File: src/rtl/req_admit_pkg.sv
package req_admit_pkg;

  // Strobes the control side hands to the counting datapath each cycle.
  typedef struct packed {
    logic incEn;   // a staged request is being evaluated
    logic decEn;   // a response completed
  } cnt_strobe_t;

  // State of the single parking slot.
  typedef enum logic {
    SLOT_EMPTY = 1'b0,
    SLOT_FULL  = 1'b1
  } slot_state_t;

endpackage

File: src/rtl/req_admit_cnt.sv
module req_admit_cnt
  import req_admit_pkg::*;
#(
  parameter int NUM_BANKS = 8,
  parameter int CNT_W     = 4,
  localparam int BANK_W   = (NUM_BANKS > 1) ? $clog2(NUM_BANKS) : 1,
  localparam int TOT_W    = CNT_W + BANK_W
) (
  input  logic                       clk,
  input  logic                       rstN,
  input  cnt_strobe_t                strobe,
  input  logic [BANK_W-1:0]          incBank,
  input  logic [BANK_W-1:0]          decBank,
  output logic [TOT_W-1:0]           totalQ,
  output logic [TOT_W-1:0]           totalNext,
  output logic [NUM_BANKS*CNT_W-1:0] bankCnt,
  output logic [NUM_BANKS-1:0]       wakeEvt,
  output logic [NUM_BANKS-1:0]       sleepTrig
);

  logic [NUM_BANKS-1:0] sleepPend;

  // Projected total: entry counted first, then any completion removed.
  assign totalNext = totalQ + TOT_W'(strobe.incEn) - TOT_W'(strobe.decEn);

  always_ff @(posedge clk) begin
    if (!rstN) begin
      totalQ <= '0;
    end else begin
      totalQ <= totalNext;
    end
  end

  // One counter per bank.
  for (genvar b = 0; b < NUM_BANKS; b++) begin : g_bank
    logic [CNT_W-1:0] cntQ;
    logic incHit;
    logic decHit;

    assign incHit = strobe.incEn && (incBank == BANK_W'(b));
    assign decHit = strobe.decEn && (decBank == BANK_W'(b));

    always_ff @(posedge clk) begin
      if (!rstN) begin
        cntQ <= '0;
      end else begin
        unique case ({incHit, decHit})
          2'b10:   cntQ <= cntQ + 1'b1;
          2'b01:   cntQ <= cntQ - 1'b1;
          default: cntQ <= cntQ;
        endcase
      end
    end

    assign bankCnt[b*CNT_W +: CNT_W] = cntQ;
  end

  // Entry pulse at the evaluation edge. The sleep pulse lags the decrement
  // by a cycle, so the manager sees the lowered count along with it.
  always_ff @(posedge clk) begin
    if (!rstN) begin
      wakeEvt   <= '0;
      sleepPend <= '0;
      sleepTrig <= '0;
    end else begin
      wakeEvt   <= strobe.incEn ? (NUM_BANKS'(1) << incBank) : '0;
      sleepPend <= strobe.decEn ? (NUM_BANKS'(1) << decBank) : '0;
      sleepTrig <= sleepPend;
    end
  end

endmodule

File: src/rtl/req_admit_ctrl.sv
module req_admit_ctrl
  import req_admit_pkg::*;
#(
  parameter int NUM_BANKS = 8,
  parameter int CNT_W     = 4,
  parameter int MAX_OUT   = 6,
  localparam int BANK_W   = (NUM_BANKS > 1) ? $clog2(NUM_BANKS) : 1,
  localparam int TOT_W    = CNT_W + BANK_W
) (
  input  logic              clk,
  input  logic              rstN,
  input  logic              reqValid,
  input  logic [BANK_W-1:0] reqBank,
  input  logic              reqWrite,
  output logic              reqReady,
  input  logic              rspDone,
  input  logic [BANK_W-1:0] rspBank,
  input  logic [TOT_W-1:0]  totalNext,
  output cnt_strobe_t       strobe,
  output logic [BANK_W-1:0] incBank,
  output logic [BANK_W-1:0] decBank,
  output logic              grantValid,
  output logic [BANK_W-1:0] grantBank,
  output logic              grantWrite,
  output logic              issueTry,
  output logic              slotFull
);

  // Alignment stage: one register between the port and the evaluation.
  logic              stgValidQ;
  logic [BANK_W-1:0] stgBankQ;
  logic              stgWriteQ;

  slot_state_t       slotQ;
  logic [BANK_W-1:0] holdBankQ;
  logic              holdWriteQ;

  logic overLimit;
  logic holdNow;
  logic releaseNow;
  logic accept;

  assign overLimit  = totalNext > TOT_W'(MAX_OUT);
  assign holdNow    = stgValidQ && overLimit;
  assign releaseNow = (slotQ == SLOT_FULL) && rspDone;
  assign slotFull   = (slotQ == SLOT_FULL);

  assign reqReady = (slotQ == SLOT_EMPTY) && !holdNow;
  assign accept   = reqValid && reqReady;

  assign strobe.incEn = stgValidQ;
  assign strobe.decEn = rspDone;
  assign incBank      = stgBankQ;
  assign decBank      = rspBank;

  always_ff @(posedge clk) begin
    if (!rstN) begin
      stgValidQ <= 1'b0;
      stgBankQ  <= '0;
      stgWriteQ <= 1'b0;
    end else begin
      stgValidQ <= accept;
      if (accept) begin
        stgBankQ  <= reqBank;
        stgWriteQ <= reqWrite;
      end
    end
  end

  // The slot fills only from the stage. It empties only on a response.
  // Both cannot happen together: a full slot keeps the stage empty.
  always_ff @(posedge clk) begin
    if (!rstN) begin
      slotQ      <= SLOT_EMPTY;
      holdBankQ  <= '0;
      holdWriteQ <= 1'b0;
    end else if (holdNow) begin
      slotQ      <= SLOT_FULL;
      holdBankQ  <= stgBankQ;
      holdWriteQ <= stgWriteQ;
    end else if (releaseNow) begin
      slotQ      <= SLOT_EMPTY;
    end
  end

  // Grant register feeds both the acknowledgment and the scheduler push.
  always_ff @(posedge clk) begin
    if (!rstN) begin
      grantValid <= 1'b0;
      grantBank  <= '0;
      grantWrite <= 1'b0;
      issueTry   <= 1'b0;
    end else begin
      issueTry <= grantValid;
      if (stgValidQ && !overLimit) begin
        grantValid <= 1'b1;
        grantBank  <= stgBankQ;
        grantWrite <= stgWriteQ;
      end else if (releaseNow) begin
        grantValid <= 1'b1;
        grantBank  <= holdBankQ;
        grantWrite <= holdWriteQ;
      end else begin
        grantValid <= 1'b0;
      end
    end
  end

endmodule

File: src/rtl/req_admit_top.sv
module req_admit_top
  import req_admit_pkg::*;
#(
  parameter int NUM_BANKS = 8,
  parameter int CNT_W     = 4,
  parameter int MAX_OUT   = 6,
  localparam int BANK_W   = (NUM_BANKS > 1) ? $clog2(NUM_BANKS) : 1,
  localparam int TOT_W    = CNT_W + BANK_W
) (
  input  logic                       clk,
  input  logic                       rstN,
  input  logic                       reqValid,
  input  logic [BANK_W-1:0]          reqBank,
  input  logic                       reqWrite,
  output logic                       reqReady,
  input  logic                       rspDone,
  input  logic [BANK_W-1:0]          rspBank,
  output logic                       ackValid,
  output logic                       schedPush,
  output logic [BANK_W-1:0]          schedBank,
  output logic                       schedWrite,
  output logic                       issueTry,
  output logic [NUM_BANKS-1:0]       wakeEvt,
  output logic [NUM_BANKS-1:0]       sleepTrig,
  output logic [TOT_W-1:0]           totalOut,
  output logic [NUM_BANKS*CNT_W-1:0] bankCnt
);

  cnt_strobe_t       strobe;
  logic [BANK_W-1:0] incBank;
  logic [BANK_W-1:0] decBank;
  logic [TOT_W-1:0]  totalNext;
  logic              grantValid;
  logic              slotFull;

  req_admit_ctrl #(
    .NUM_BANKS(NUM_BANKS), .CNT_W(CNT_W), .MAX_OUT(MAX_OUT)
  ) ctrl_i (
    .clk(clk), .rstN(rstN),
    .reqValid(reqValid), .reqBank(reqBank), .reqWrite(reqWrite),
    .reqReady(reqReady), .rspDone(rspDone), .rspBank(rspBank),
    .totalNext(totalNext), .strobe(strobe),
    .incBank(incBank), .decBank(decBank),
    .grantValid(grantValid), .grantBank(schedBank), .grantWrite(schedWrite),
    .issueTry(issueTry), .slotFull(slotFull)
  );

  req_admit_cnt #(
    .NUM_BANKS(NUM_BANKS), .CNT_W(CNT_W)
  ) cnt_i (
    .clk(clk), .rstN(rstN), .strobe(strobe),
    .incBank(incBank), .decBank(decBank),
    .totalQ(totalOut), .totalNext(totalNext), .bankCnt(bankCnt),
    .wakeEvt(wakeEvt), .sleepTrig(sleepTrig)
  );

  assign ackValid  = grantValid;
  assign schedPush = grantValid;

endmodule

File: config.mk
export PLATFORM = sky130hd
export DESIGN_NAME = req_admit_top
export DESIGN_NICKNAME = d
export VERILOG_FILES = /design/src/rtl/req_admit_pkg.sv /design/src/rtl/req_admit_cnt.sv /design/src/rtl/req_admit_ctrl.sv /design/src/rtl/req_admit_top.sv
export SDC_FILE = /design/constraint.sdc
export NUM_CORES = 1
export LEC_CHECK = 0
export ABC_AREA = 0
export BUFFER_PORTS_ARGS = -buffer_cell sky130_fd_sc_hd__buf_2
export CORE_MARGIN = 2
export CORE_UTILIZATION = 30
export DETAILED_ROUTE_END_ITERATION = 12
export GPL_ROUTABILITY_DRIVEN = 0
export GPL_TIMING_DRIVEN = 0
export PLACE_DENSITY_LB_ADDON = 0.15
export SYNTH_ARGS = -nofsm -noshare
export SYNTH_HDL_FRONTEND = slang
export SYNTH_HIERARCHICAL = 1
export SYNTH_SLANG_ARGS = --single-unit
File: constraint.sdc
create_clock -name clk -period 9.66 [get_ports clk]
set_clock_uncertainty 0.1 [all_clocks]
set_input_delay 1.449 -clock clk [delete_from_list [all_inputs] [get_ports clk]]
set_output_delay 1.449 -clock clk [all_outputs]
set_load 0.01 [all_outputs]
==> impl_results.md <==
* Cells along the critical path: buf_2 -> buf_4 -> ha_1 -> inv_1 -> ha_1 -> fa_1 -> a21oi_2 -> o21ai_2 -> nand3b_1 -> nand3_1 -> or4_4 -> o21ai_4 -> nor2b_1 -> buf_2
* Area Growth Syn to Fin at 22.1%
* Antenna-violating nets left at 0
* Register area share after synthesis at 0.391
* Post-Synthesis Mean Instance Area at 9.16 um^2
* Final Cycle Share at 0.612
* Maximum clock rate at 0.169 GHz
* Filler cells at 1392
* Final Slew Violations at 0
* Worst setup EP type: output port
* Clk root buf: clkbuf_16
* Critical path's largest stage delay at 0.58 ns
* PwrDens at 202 mW/mm^2
* Routed vias/inst at 4.57
* Worst hold path type: reg -> reg
* Max Fanout on Critical Path at 7
* Nets at 565
* Crit-path slowest cell: or4_4
* Post-synth EDFFs at 0
* Initial antenna violation count at 0
* Detailed-route via count at 3210
* Pleak at 2.27 nW
* Drt total wl at 9300 um
* Die width at 120 um
* Multi-input gate area at 0.00231 mm^2
* Max Cap Viol at 0
* Worst Path Class, Setup: in -> out
* Hold wc startpoint: cnt_i/sleepPend[0]$_SDFF_PP0_
* Vias in the first global route at 3036
* Die Span Y at 120 um
* CTS clk-pin slew, worst paths at 0.06 ns
* Initial DRC count at 131
* VDD IR max at 0.0000867 V
* Flop and latch count out of synthesis at 79
* GRT overflow at 0
* CP Launch Type: primary input
* WP buf/inv at 4
* CP required at 8.11 ns
* # rows at 42
* Mapped Nets at 484
* Total clock sinks at 79
* H-tree depth at 3
* Initial Utilization at 0.306
* Yosys top cell by area: dfxtp_1
* TritonCTS clock tree: done
* Synthesized area at 0.00404 mm^2
* Most used flip-flop cell after synthesis: dfxtp_1
* Ys async rst share at 0
* Hpwl dp at 6930 um
* IO Pins at 74
* Top-count cell post-synth: dfxtp_1
* CTS Buf Count at 9
* Synth cell types at 45
* Cells after Synth at 441
* CTS resizes at 0
* Clk buf depth at 2
* Worst EP arrival at 4.36 ns
* Antenna Cells at 0
* Area contributors post-synth: dfxtp_1, ha_1, mux2i_1
* Core ar. at 0.0132 mm^2
* Post-synth top cells: dfxtp_1, nand2_1, nor2_1, ha_1, mux2i_1
* Clk_lat worst skew at 0.34 ns
* Worst r2r path cells at 14
* Setup TNS at 0 ns
* First-pass DRT Iterations at 4
* Rel. slew slack at 0.545
* Final Hold Violating Endpoints at 0
* Cts hold-fix bufs at 0
* Largest net degree at the start of global routing at 15
* Worst path depth at 14
* Status: finished clean
* Hold depth at 1
* Register-to-register setup slack at 6.26 ns
* Warnings from Yosys at 6
* R2R Path Start: cnt_i/totalQ[0]$_SDFF_PN0_
* Worst-Margin Slew at 0.682 ns
* Tot GR Track Use at 0.137
* First-pass GRT wire length at 15300 um
* Post-route minimum period at 5.91 ns
* Die footprint at 0.0144 mm^2
* Critical path's top delay family: simple AND/OR/NAND/NOR gates
* Reg-to-reg endpoint: ctrl_i/incBank[2]$_SDFFE_PN0P_
* DRC at 0
* RSZ-0062 raised after global routing: no
* I/O Buffers at 70
* WHS at 0.336 ns
* Setup Buffers After CTS at 0
* Share of cells above drive strength 1 at 0.192
* Post-DR wirelength/cell at 13.2 um
* Area occupied by registers at 0.00158 mm^2
* Final setup vio count at 0
* Yosys top cell area share at 0.391
* Hold EP: cnt_i/sleepTrig[0]$_SDFF_PN0_
## worst max-delay path by stage
stage,start,end,slack (ns)
floorplan,rspDone,reqReady,4.18
global placement,rspDone,reqReady,3.74
detailed placement,rspDone,reqReady,3.72
CTS,rspDone,reqReady,3.71
global route,rspDone,reqReady,3.51
finish,rspDone,reqReady,3.75
## final cells by class
| type | count | share of cell area |
|---|---|---|
| buffer | 17 | 0.0200 |
| inverter | 13 | 0.00989 |
| sequential | 79 | 0.321 |
| clock buffer | 9 | 0.0457 |
| timing repair buffer | 70 | 0.0710 |
| clock inverter | 7 | 0.0198 |
| multi-input combinational | 332 | 0.468 |
| tap | 176 | 0.0446 |
## registers in the layout, summed over array words and instances, names as in the netlist, 3 cells and up
signal and cells:
ctrl_i/holdBankQ 3, cnt_i/wakeEvt 8, cnt_i/g_bank.cntQ 32, cnt_i/totalQ 7, cnt_i/sleepPend 8, cnt_i/sleepTrig 8
ctrl_i/incBank 3, ctrl_i/grantBank 3
## layout by cell type (no fill, tap or decap), drive strengths merged, types with 2 or more instances in the layout
| cell type | instances |
|---|---|
| o22ai | 2 |
| a21oi | 16 |
| and3 | 2 |
| nand2 | 39 |
| clkinvlp | 2 |
| nor2 | 32 |
| clkbuf | 17 |
| nand2b | 17 |
| inv | 13 |
| xnor2 | 7 |
| a21boi | 9 |
| clkinv | 3 |
| nor3 | 6 |
| mux2i | 24 |
| ha | 31 |
| a32o | 2 |
| a32oi | 4 |
| o21ai | 21 |
| nor2b | 21 |
| nand3 | 15 |
| a31oi | 3 |
| nand3b | 2 |
| bufinv | 2 |
| dfxtp | 79 |
| buf | 79 |
| o32ai | 2 |
| o211a | 4 |
| or3 | 10 |
| or3b | 5 |
| and2 | 22 |
| nor3b | 8 |
| xor2 | 19 |
## through the flow
stage / area, um^2 / setup slack [ns] / total power [mW] / util / cells
global placement: 4610 / 3.74 / 0.638 / 0.350 / 687
detailed placement: 4610 / 3.72 / 0.642 / 0.350 / 687
finish: 4930 / 3.75 / 0.995 / 0.374 / 703
global route: 4930 / 3.51 / 1.06 / 0.374 / 703
floorplan: 4040 / 4.18 / 0.576 / - / 441
CTS: 4930 / 3.71 / 1.01 / 0.374 / 703
## where the power goes
part / internal, mW / switching, mW / leakage (nW)
combinational: 0.120 / 0.143 / 1.48
clock: 0.226 / 0.136 / 0.152
sequential: 0.349 / 0.0203 / 0.641
## routing by layer
| metal | vias up | share of wire | track usage |
|---|---|---|---|
| met5 | - | 0 | 0 |
| met4 | 0 | 0.016 | 0.0441 |
| met3 | 10 | 0.043 | 0.0413 |
| met2 | 54 | 0.45 | 0.207 |
| met1 | 1472 | 0.49 | 0.187 |
| li1 | 1674 | - | - |
## kinds of logic (layout without fill, tap and decap cells)
group | Yosys count | count (layout) | share of synthesized area
xor+xnor | 26 | 26 | 0.0564
fa+ha+maj | 32 | 32 | 0.101
buf+inv | 30 | 116 | 0.0365
mux | 24 | 24 | 0.0595
simple gates | 183 | 183 | 0.243
compound gates | 67 | 67 | 0.112
flops | 79 | 79 | 0.391
No activity file was read; power rests on OpenSTA's default activity.
